### src/rtl/pw_pkg.sv
package pw_pkg;
  typedef enum logic [1:0] {
    SEQ_IDLE   = 2'd0,
    SEQ_ERASE  = 2'd1,
    SEQ_SETTLE = 2'd2,
    SEQ_WRITE  = 2'd3
  } seq_state_t;
endpackage

### src/rtl/pw_addr_ctr.sv
module pw_addr_ctr #(
  parameter int ADDR_W = 11,
  parameter int OFF_W  = 4
) (
  input  logic              clk,
  input  logic              rst_n,
  input  logic              load,
  input  logic [ADDR_W-1:0] load_addr,
  input  logic              step,
  input  logic              restore,
  output logic [ADDR_W-1:0] cur_addr
);
  localparam int PAGE_W = ADDR_W - OFF_W;

  logic [ADDR_W-1:0] ptr_q, ptr_d;
  logic [ADDR_W-1:0] last_q, last_d;
  logic              ptr_en, last_en;

  always_comb begin
    ptr_d   = ptr_q;
    last_d  = last_q;
    ptr_en  = 1'b0;
    last_en = 1'b0;
    if (load) begin
      ptr_d  = load_addr;
      ptr_en = 1'b1;
    end else if (step) begin
      ptr_d   = {ptr_q[ADDR_W-1:OFF_W], ptr_q[OFF_W-1:0] + 1'b1};
      ptr_en  = 1'b1;
      last_d  = ptr_q;
      last_en = 1'b1;
    end else if (restore) begin
      ptr_d  = last_q;
      ptr_en = 1'b1;
    end
  end

  always_ff @(posedge clk or negedge rst_n) begin
    if (!rst_n) begin
      ptr_q  <= '0;
      last_q <= '0;
    end else begin
      if (ptr_en)  ptr_q  <= ptr_d;
      if (last_en) last_q <= last_d;
    end
  end

  assign cur_addr = ptr_q;


  page_hold_chk: assert property (@(posedge clk) disable iff (!rst_n)
    (step && !load) |=> (cur_addr[ADDR_W-1:OFF_W] == $past(cur_addr[ADDR_W-1:OFF_W])));

  logic [PAGE_W-1:0] unused_page;
  assign unused_page = last_q[ADDR_W-1:OFF_W];
endmodule

### src/rtl/pw_page_buf.sv
module pw_page_buf #(
  parameter int DATA_W = 8,
  parameter int OFF_W  = 4
) (
  input  logic              clk,
  input  logic              rst_n,
  input  logic              clr,
  input  logic              wr_en,
  input  logic [OFF_W-1:0]  wr_off,
  input  logic [DATA_W-1:0] wr_data,
  input  logic [OFF_W-1:0]  rd_off,
  output logic [DATA_W-1:0] rd_data,
  output logic              rd_valid,
  output logic              any_valid
);
  localparam int SLOTS = 1 << OFF_W;

  logic [DATA_W-1:0] slot_q [SLOTS];
  logic [SLOTS-1:0]  vld_q;

  for (genvar s = 0; s < SLOTS; s++) begin : g_slot
    logic hit;
    assign hit = wr_en && (wr_off == OFF_W'(s));

    always_ff @(posedge clk or negedge rst_n) begin
      if (!rst_n) slot_q[s] <= '0;
      else if (hit) slot_q[s] <= wr_data;
    end

    always_ff @(posedge clk or negedge rst_n) begin
      if (!rst_n)   vld_q[s] <= 1'b0;
      else if (clr) vld_q[s] <= 1'b0;
      else if (hit) vld_q[s] <= 1'b1;
    end
  end

  assign rd_data   = slot_q[rd_off];
  assign rd_valid  = vld_q[rd_off];
  assign any_valid = |vld_q;


  clr_empty_chk: assert property (@(posedge clk) disable iff (!rst_n)
    clr |=> !any_valid);
endmodule

### src/rtl/pw_seq.sv
module pw_seq
  import pw_pkg::*;
#(
  parameter int OFF_W       = 4,
  parameter int SETTLE_CLKS = 64
) (
  input  logic             clk,
  input  logic             rst_n,
  input  logic             start,
  output logic             busy,
  output logic             erase_ph,
  output logic             write_ph,
  output logic [OFF_W-1:0] scan_idx,
  output logic             done
);
  localparam int TMR_W = (SETTLE_CLKS > 1) ? $clog2(SETTLE_CLKS) : 1;
  localparam logic [OFF_W-1:0] LAST_IDX = '1;
  localparam logic [TMR_W-1:0] TMR_END  = TMR_W'(SETTLE_CLKS - 1);

  seq_state_t        st_q, st_d;
  logic [OFF_W-1:0]  idx_q, idx_d;
  logic [TMR_W-1:0]  tmr_q, tmr_d;

  always_comb begin
    st_d  = st_q;
    idx_d = idx_q;
    tmr_d = tmr_q;
    done  = 1'b0;
    case (st_q)
      SEQ_IDLE: if (start) begin
        st_d  = SEQ_ERASE;
        idx_d = '0;
      end
      SEQ_ERASE: begin
        idx_d = idx_q + 1'b1;
        if (idx_q == LAST_IDX) begin
          st_d  = SEQ_SETTLE;
          tmr_d = '0;
        end
      end
      SEQ_SETTLE: begin
        tmr_d = tmr_q + 1'b1;
        if (tmr_q == TMR_END) begin
          st_d  = SEQ_WRITE;
          idx_d = '0;
        end
      end
      SEQ_WRITE: begin
        idx_d = idx_q + 1'b1;
        if (idx_q == LAST_IDX) begin
          st_d = SEQ_IDLE;
          done = 1'b1;
        end
      end
      default: st_d = SEQ_IDLE;
    endcase
  end

  always_ff @(posedge clk or negedge rst_n) begin
    if (!rst_n) begin
      st_q  <= SEQ_IDLE;
      idx_q <= '0;
      tmr_q <= '0;
    end else begin
      st_q  <= st_d;
      idx_q <= idx_d;
      tmr_q <= tmr_d;
    end
  end

  assign busy     = (st_q != SEQ_IDLE);
  assign erase_ph = (st_q == SEQ_ERASE);
  assign write_ph = (st_q == SEQ_WRITE);
  assign scan_idx = idx_q;


  start_busy_chk: assert property (@(posedge clk) disable iff (!rst_n)
    (start && !busy) |=> busy);


  phase_excl_chk: assert property (@(posedge clk) disable iff (!rst_n)
    $onehot0({erase_ph, write_ph}));
endmodule

### src/rtl/pw_page_writer.sv
module pw_page_writer #(
  parameter int ADDR_W      = 11,
  parameter int DATA_W      = 8,
  parameter int OFF_W       = 4,
  parameter int SETTLE_CLKS = 64
) (
  input  logic              clk,
  input  logic              rst_n,
  input  logic              addr_load,
  input  logic [ADDR_W-1:0] load_addr,
  input  logic              byte_strobe,
  input  logic [DATA_W-1:0] byte_data,
  input  logic              stop_evt,
  input  logic              wp_pin,
  input  logic              page_locked,
  output logic              busy,
  output logic              nack_cmd,
  output logic              arr_we,
  output logic [ADDR_W-1:0] arr_addr,
  output logic [DATA_W-1:0] arr_wdata,
  output logic [ADDR_W-1:0] cur_addr
);
  logic             accept, do_load, do_step, do_start, do_clr;
  logic             any_valid, rd_valid, erase_ph, write_ph, seq_done;
  logic [OFF_W-1:0] scan_idx;
  logic [DATA_W-1:0] rd_data;

  assign accept   = !busy;
  assign do_load  = addr_load && accept;
  assign do_step  = byte_strobe && accept && !addr_load;
  assign do_start = stop_evt && accept && any_valid && !wp_pin && !page_locked;
  assign do_clr   = do_load || (stop_evt && accept && !do_start) || seq_done;

  pw_addr_ctr #(.ADDR_W(ADDR_W), .OFF_W(OFF_W)) i_ctr (
    .clk(clk), .rst_n(rst_n), .load(do_load), .load_addr(load_addr),
    .step(do_step), .restore(seq_done), .cur_addr(cur_addr)
  );

  pw_page_buf #(.DATA_W(DATA_W), .OFF_W(OFF_W)) i_buf (
    .clk(clk), .rst_n(rst_n), .clr(do_clr), .wr_en(do_step),
    .wr_off(cur_addr[OFF_W-1:0]), .wr_data(byte_data), .rd_off(scan_idx),
    .rd_data(rd_data), .rd_valid(rd_valid), .any_valid(any_valid)
  );

  pw_seq #(.OFF_W(OFF_W), .SETTLE_CLKS(SETTLE_CLKS)) i_seq (
    .clk(clk), .rst_n(rst_n), .start(do_start), .busy(busy),
    .erase_ph(erase_ph), .write_ph(write_ph), .scan_idx(scan_idx), .done(seq_done)
  );

  assign nack_cmd  = busy;
  assign arr_we    = (erase_ph || write_ph) && rd_valid;
  assign arr_addr  = {cur_addr[ADDR_W-1:OFF_W], scan_idx};
  assign arr_wdata = erase_ph ? {DATA_W{1'b1}} : rd_data;


  we_nack_chk: assert property (@(posedge clk) disable iff (!rst_n)
    arr_we |-> nack_cmd);


  wp_block_chk: assert property (@(posedge clk) disable iff (!rst_n)
    (stop_evt && wp_pin && !busy) |=> !busy);


  lock_block_chk: assert property (@(posedge clk) disable iff (!rst_n)
    (stop_evt && page_locked && !busy) |=> !busy);


  busy_addr_chk: assert property (@(posedge clk) disable iff (!rst_n)
    (busy && !seq_done) |=> $stable(cur_addr));
endmodule

### config.mk
export PLATFORM = sky130hd
export DESIGN_NAME = pw_page_writer
export DESIGN_NICKNAME = d
export VERILOG_FILES = /design/src/rtl/pw_pkg.sv /design/src/rtl/pw_addr_ctr.sv /design/src/rtl/pw_page_buf.sv /design/src/rtl/pw_seq.sv /design/src/rtl/pw_page_writer.sv
export SDC_FILE = /design/constraint.sdc
export NUM_CORES = 1
export LEC_CHECK = 0
export BUFFER_PORTS_ARGS = -buffer_cell sky130_fd_sc_hd__clkbuf_2
export CAP_MARGIN = 20
export CORE_MARGIN = 4
export CORE_UTILIZATION = 61
export CTS_CLUSTER_DIAMETER = 120
export DETAILED_ROUTE_END_ITERATION = 8
export PLACE_DENSITY = 0.81
export SLEW_MARGIN = 20
export SYNTH_ARGS = -nofsm -noshare
export SYNTH_HDL_FRONTEND = slang
export SYNTH_HIERARCHICAL = 1
export SYNTH_SLANG_ARGS = --single-unit
### constraint.sdc
create_clock -name clk -period 6.45 [get_ports clk]
set_input_delay 1.29 -clock clk [delete_from_list [all_inputs] [get_ports clk]]
set_output_delay 1.29 -clock clk [all_outputs]
set_load 0.05 [all_outputs]
* After elaboration in Yosys (flattened, before gate mapping)
Cells that the tools add are included.
Storage, ports and cells: register bits 178, bits in latches 0, RAM bits 0, bits in read-only memories 0, input bits 26, memories 0
Cells by class: add/subtract/negate cells 3, multipliers 0, divide/modulo/power cells 0, magnitude comparators 2, eq/ne operators 25, shifts and indexed selects 0, multiplexer cells 58, bitwise operators 2, reductions and logical operators 63
Operator list (number):
- 2-to-1 mux 1 bit | 40
- nonzero test 2 bit | 19
- equality test 4 bit (second input constant) | 9
- 2-to-1 mux 11 bit | 3
- binary-select mux 8 bit (select 4 bit) | 1
- logical AND 1 bit | 25
- 2-to-1 mux 8 bit | 3
- equality test 4 x 3 -> 1 bit (second input constant) | 4
- OR reduction 16 bit | 1
- case mux 4 bit (3 select lines) | 1
- case mux 6 bit (2 select lines) | 1
- adder 4 x 1 -> 4 bit (second input constant) | 2
- equality test 4 x 2 -> 1 bit (second input constant) | 2
- 2-to-1 mux 2 bit | 4
- 2-to-1 mux 4 bit | 2
- case mux 2 bit (4 select lines) | 1
- adder 6 x 1 -> 6 bit (second input constant) | 1
- equality test 6 bit (second input constant) | 1
- 2-to-1 mux 6 bit | 1
- != test 2 x 1 -> 1 bit (second input constant) | 3
- AND reduction 2 bit | 3
- AND reduction 3 bit | 2
- >= comparator 5 bit (second input constant) | 1
- zero test 1 bit | 5
- other kinds (14) | 18

* Depth between registers and ports, before layout
depth in word-level cells 11, mapped depth 8

* Cells and area by module
Netlist, hierarchy kept.
By module, submodules not included:
- pw_page_buf | times used 1, cells each 416, area an instance 6543.8 sq um, sequential area each 3603.5 sq um
- pw_addr_ctr | times used 1, cells each 81, area an instance 1043.5 sq um, sequential area each 550.5 sq um
- pw_seq | times used 1, cells each 75, area an instance 745.7 sq um, sequential area each 300.3 sq um
- pw_page_writer | times used 1, cells each 23, area an instance 161.4 sq um, sequential area each 0.0 sq um

* Worst setup path after synthesis
OpenSTA, ideal clock, no wires.
path type reg2out, start point register i_seq.idx_q[0], in the netlist i_seq/scan_idx[0], end point output arr_wdata[6], arrival 2319 ps, path slack 2841 ps, cell stages (with the launch flop) 7, path through dfrtp_1 > buf_4 > buf_4 > mux4_2 > a22oi_1 > nand2_1 > or2_2
On the way: word-level cells in the longest chain between the ends 5
RTL lines:
- from (decl) | line pw_seq.sv:21 | logic [OFF_W-1:0] idx_q, idx_d;
- from (signal assigned) | line pw_seq.sv:66 | idx_q <= idx_d;
- NOT 4 -> 5 bit (not written as such) | line pw_page_buf.sv:37 | assign rd_data = slot_q[rd_off];
- binary-select mux 8 bit (select 4 bit) | line pw_page_buf.sv:37
- 2-to-1 mux 8 bit (not written as such) (2 in series) | line pw_page_buf.sv:37
- via rd_data[6] | line pw_page_writer.sv:26 | logic [DATA_W-1:0] rd_data;
- 2-to-1 mux 8 bit | line pw_page_writer.sv:53 | assign arr_wdata = erase_ph ? {DATA_W{1'b1}} : rd_data;
- to (decl) | line pw_page_writer.sv:20 | output logic [DATA_W-1:0] arr_wdata,
The timed path passes the listed nets, and every way through them passes these cells. The select of a mux whose other input is x is not followed.

* Worst setup path after layout
start point register i_seq.idx_q[0], in the netlist i_seq/scan_idx[0], end point output arr_wdata[0]
The elaborated chain is that of the path after synthesis.

==> results_dict.tcl <==
set metrics [dict create \
    initial_utilization_pct 63.1 \
    maxSlewViolCount 0 \
    drt_wl_total_mm 18.5 \
    period_needed_ps 4440 \
    worstPathCellList "buf_4 -> mux4_2 -> a22oi_1 -> nand2_1 -> or2_2 -> clkbuf_2" \
    postCtsHoldBufs 0 \
    cts-root-buf "clkbuf_16" \
    grt_usage_pct 24.6 \
    placed_area_sq_um 8830 \
    antenna_cells 0 \
    grt_pass1_wl_mm 29.9 \
    worstPathArrival_ps 3150 \
    worstReg2RegStart "i_seq/st_q[0]" \
    path_max_fanout 23 \
    tightest_slew_ps 1160 \
    die_y_um 126 \
    synth_cells 595 \
    clkLatencyLatePin_ps 430 \
    drtAntennaViolNets 0 \
    grt_max_degree 86 \
    setup.worst_path.start_class "register" \
    cp.required_ps 5160 \
    highest_layer "met4" \
    gr-total-overflow 0 \
    fin_crit_sh_pct 68.9 \
    ys_seq_elements 178 \
    port_buffers 58 \
    cts.sink_count 178 \
    nets 673 \
    fp.coreArea_sq_um 13500 \
    syn2layout_area_growth_pct 10.9 \
    wl_met1_mm 7.95 \
    avgSynthCellArea_sq_um 14.3 \
    crit_path_top_delay_cell "dfrtp_2" \
    dp.cells 796 \
    synth_top_cell_by_area "dfrtp_1" \
    setup_viol_count_final 0 \
    cap_violations 0 \
    num_rows 42 \
    final_cells 828 \
    cts_max_level 4 \
    p_sw_uw 1690 \
    status "complete, no violations" \
    ys_seq_area_share_pct 52.4 \
    drtIter0Drc 445 \
    critPathLaunch "i_seq/scan_idx[0]" \
    max_freq_ghz 0.225 \
    final.setup.tns_ps 0 \
    hold_class "register to register" \
    finalHoldWorstSlack_ps 491 \
    ys.flop_type "dfrtp_1" \
    die_w_um 126 \
    drive_above_1_share_pct 45.7 \
    clkPwrFrac_pct 22.3 \
    wl_met3_mm 1.02 \
    internal-power_uw 2860 \
    slew_headroom_pct 22.2 \
    cpPeakStageDelay_ps 840 \
    syn_nets 629 \
    post_drt_wl_per_cell_um 22.4 \
    postCtsSetupBuffers 0 \
    dieArea_sq_um 15900 \
    clk_path_buf_depth 2 \
    via_count 5189 \
    async_reset_ff_share_pct 100 \
    synth_area_sq_um 8490 \
    ys_types 58 \
    cts_resized 0 \
    cts_tree "yes" \
    peakVddDrop_v 0.000355 \
    yosysWarnings 6 \
    timing_hold_violations_final 0 \
    fin_area_sq_um 9420 \
    synth_top_area_share_pct 52.4 \
    first_pass_iters 5 \
    synth_area_leaders "dfrtp_1 (52%), mux2_2 (16%), mux4_2 (9.5%), mux2_4 (2.8%), a22oi_1 (1.6%)" \
    crit_type "register to output port" \
    rsz0062_at_grt "false" \
    leakage_uw 0.00447 \
    viasPerCell 6.27 \
    path_buf_inv 2 \
    route.detailed.drc 0 \
    synth_edf_count 0 \
    gp_congestion 0.801 \
    switching_share_pct 37.2 \
    comb_power_share_pct 38.4 \
    finClkSkew_ps 5.62 \
    grt_pass1_vias 5520 \
    powerDensity_nw_per_um2 484 \
    antenna_found_initial 0 \
    dr_wl_met2_mm 9.18 \
    dpl.hpwl_mm 11.7 \
    clk_pin_slew_worst_paths_ps 60 \
    min_from "i_buf/slot_q[24]" \
    crit_path_end_kind "output port" \
    numCtsBuffers 17 \
    p_seq_share_pct 39.3 \
    io_pins 59 \
    critical-path-top-delay-family "flip-flops" \
]
flip-flops by register name (all words and copies together), names as in the netlist:
| register | count |
|---|---|
| i_ctr/cur_addr | 11 |
| i_ctr/last_q | 11 |
| i_buf/slot_q | 128 |
| i_seq/scan_idx | 4 |
| i_seq/tmr_q | 6 |
| i_seq/st_q | 2 |
| i_buf/vld_q | 16 |
kinds of logic (layout without fill, tap and decap cells):
logic type / Yosys count / in the layout / synth area share, %
adders and majority gates: 8 / 8 / 1.18
muxes: 189 / 189 / 30.4
AOI/OAI and AO/OA: 63 / 63 / 5.63
xor gates and xnor gates: 2 / 2 / 0.206
DFF: 178 / 178 / 52.4
and+or+nand+nor: 102 / 102 / 6.79
buffers and inverters: 53 / 110 / 3.34
power groups by stage:
stage	registers, uW	clock network (uW)	logic, uW
final	1790	1020	1750
after floorplan	1830	0	1320
after global placement	1770	0	1690
after global routing	1850	1080	1860
after CTS	1790	1030	1750
after detailed placement	1800	0	1740
stage by stage:
| step | utilization, % | total power (uW) | setup slack (ps) |
|---|---|---|---|
| after floorplan | - | 3150 | 2840 |
| after detailed placement | 65.6 | 3550 | 2380 |
| after global routing | 70.0 | 4780 | 1760 |
| after global placement | 65.6 | 3460 | 2450 |
| after CTS | 70.0 | 4580 | 1920 |
| final | 70.0 | 4560 | 2010 |
path summary, 6_finish.rpt:
check / cells past startpoint / slack [ps] / endpoint
setup / recovery: 6 / 2010 / arr_wdata[0]
hold / removal: 1 / 490 / i_buf/slot_q[24]
setup reg to reg: 8 / 3590 / i_buf/slot_q[102]
hold reg to reg: 1 / 490 / i_buf/slot_q[24]
max in group asynchronous: 2 / 4540 / i_seq/scan_idx[0]
min in group asynchronous: 1 / 690 / i_ctr/last_q[8]
layout by cell type (no fill, tap or decap), drive strengths merged, types with 2 or more instances in the layout:
cell	instances
nand4	2
nor2b	5
o21ba	10
clkbuf	85
buf	7
nand2	29
nand3b	5
ha	8
a21oi	8
or2	8
dfrtp	178
o311ai	2
mux2	142
nor3b	3
nor2	17
and2	2
mux2i	11
inv	14
or4	2
or3	2
o21ai	13
and3	3
bufinv	2
a22oi	18
mux4	36
o211ai	3
clkinv	2
nand2b	8
nor4	4
nand3	9
Yosys cell counts (4+ instances only):
cell type	instances
inv_1	14
o21ai_0	13
mux2_2	117
mux2_1	9
a22oi_1	18
nand2b_1	8
or2_2	8
nor4_1	4
mux2_4	16
mux4_2	36
clkbuf_1	12
a21oi_1	8
nand2_1	29
mux2i_1	10
o21ba_2	10
nand3b_1	5
buf_1	5
buf_2	6
buf_4	12
nor2_1	8
nand3_1	8
nor2b_1	4
ha_1	8
nor2_2	9
dfrtp_1	178
metal layers:
metal / track usage (%) / vias up
met5: 0 / -
met2: 39.1 / 184
li1: - / 2266
met4: 8.71 / 0
met3: 6.01 / 34
met1: 33.4 / 2705
cell type report:
class / count / area (sq um)
flip-flops and latches: 178 / 4460
fillers: 891 / 4030
multi-input cells: 364 / 3760
clock buffers: 28 / 517
repair buffers: 64 / 345
well taps: 176 / 220
clock inverters: 4 / 70.1
inverters: 14 / 52.6
(Power assumes the default switching activity.)
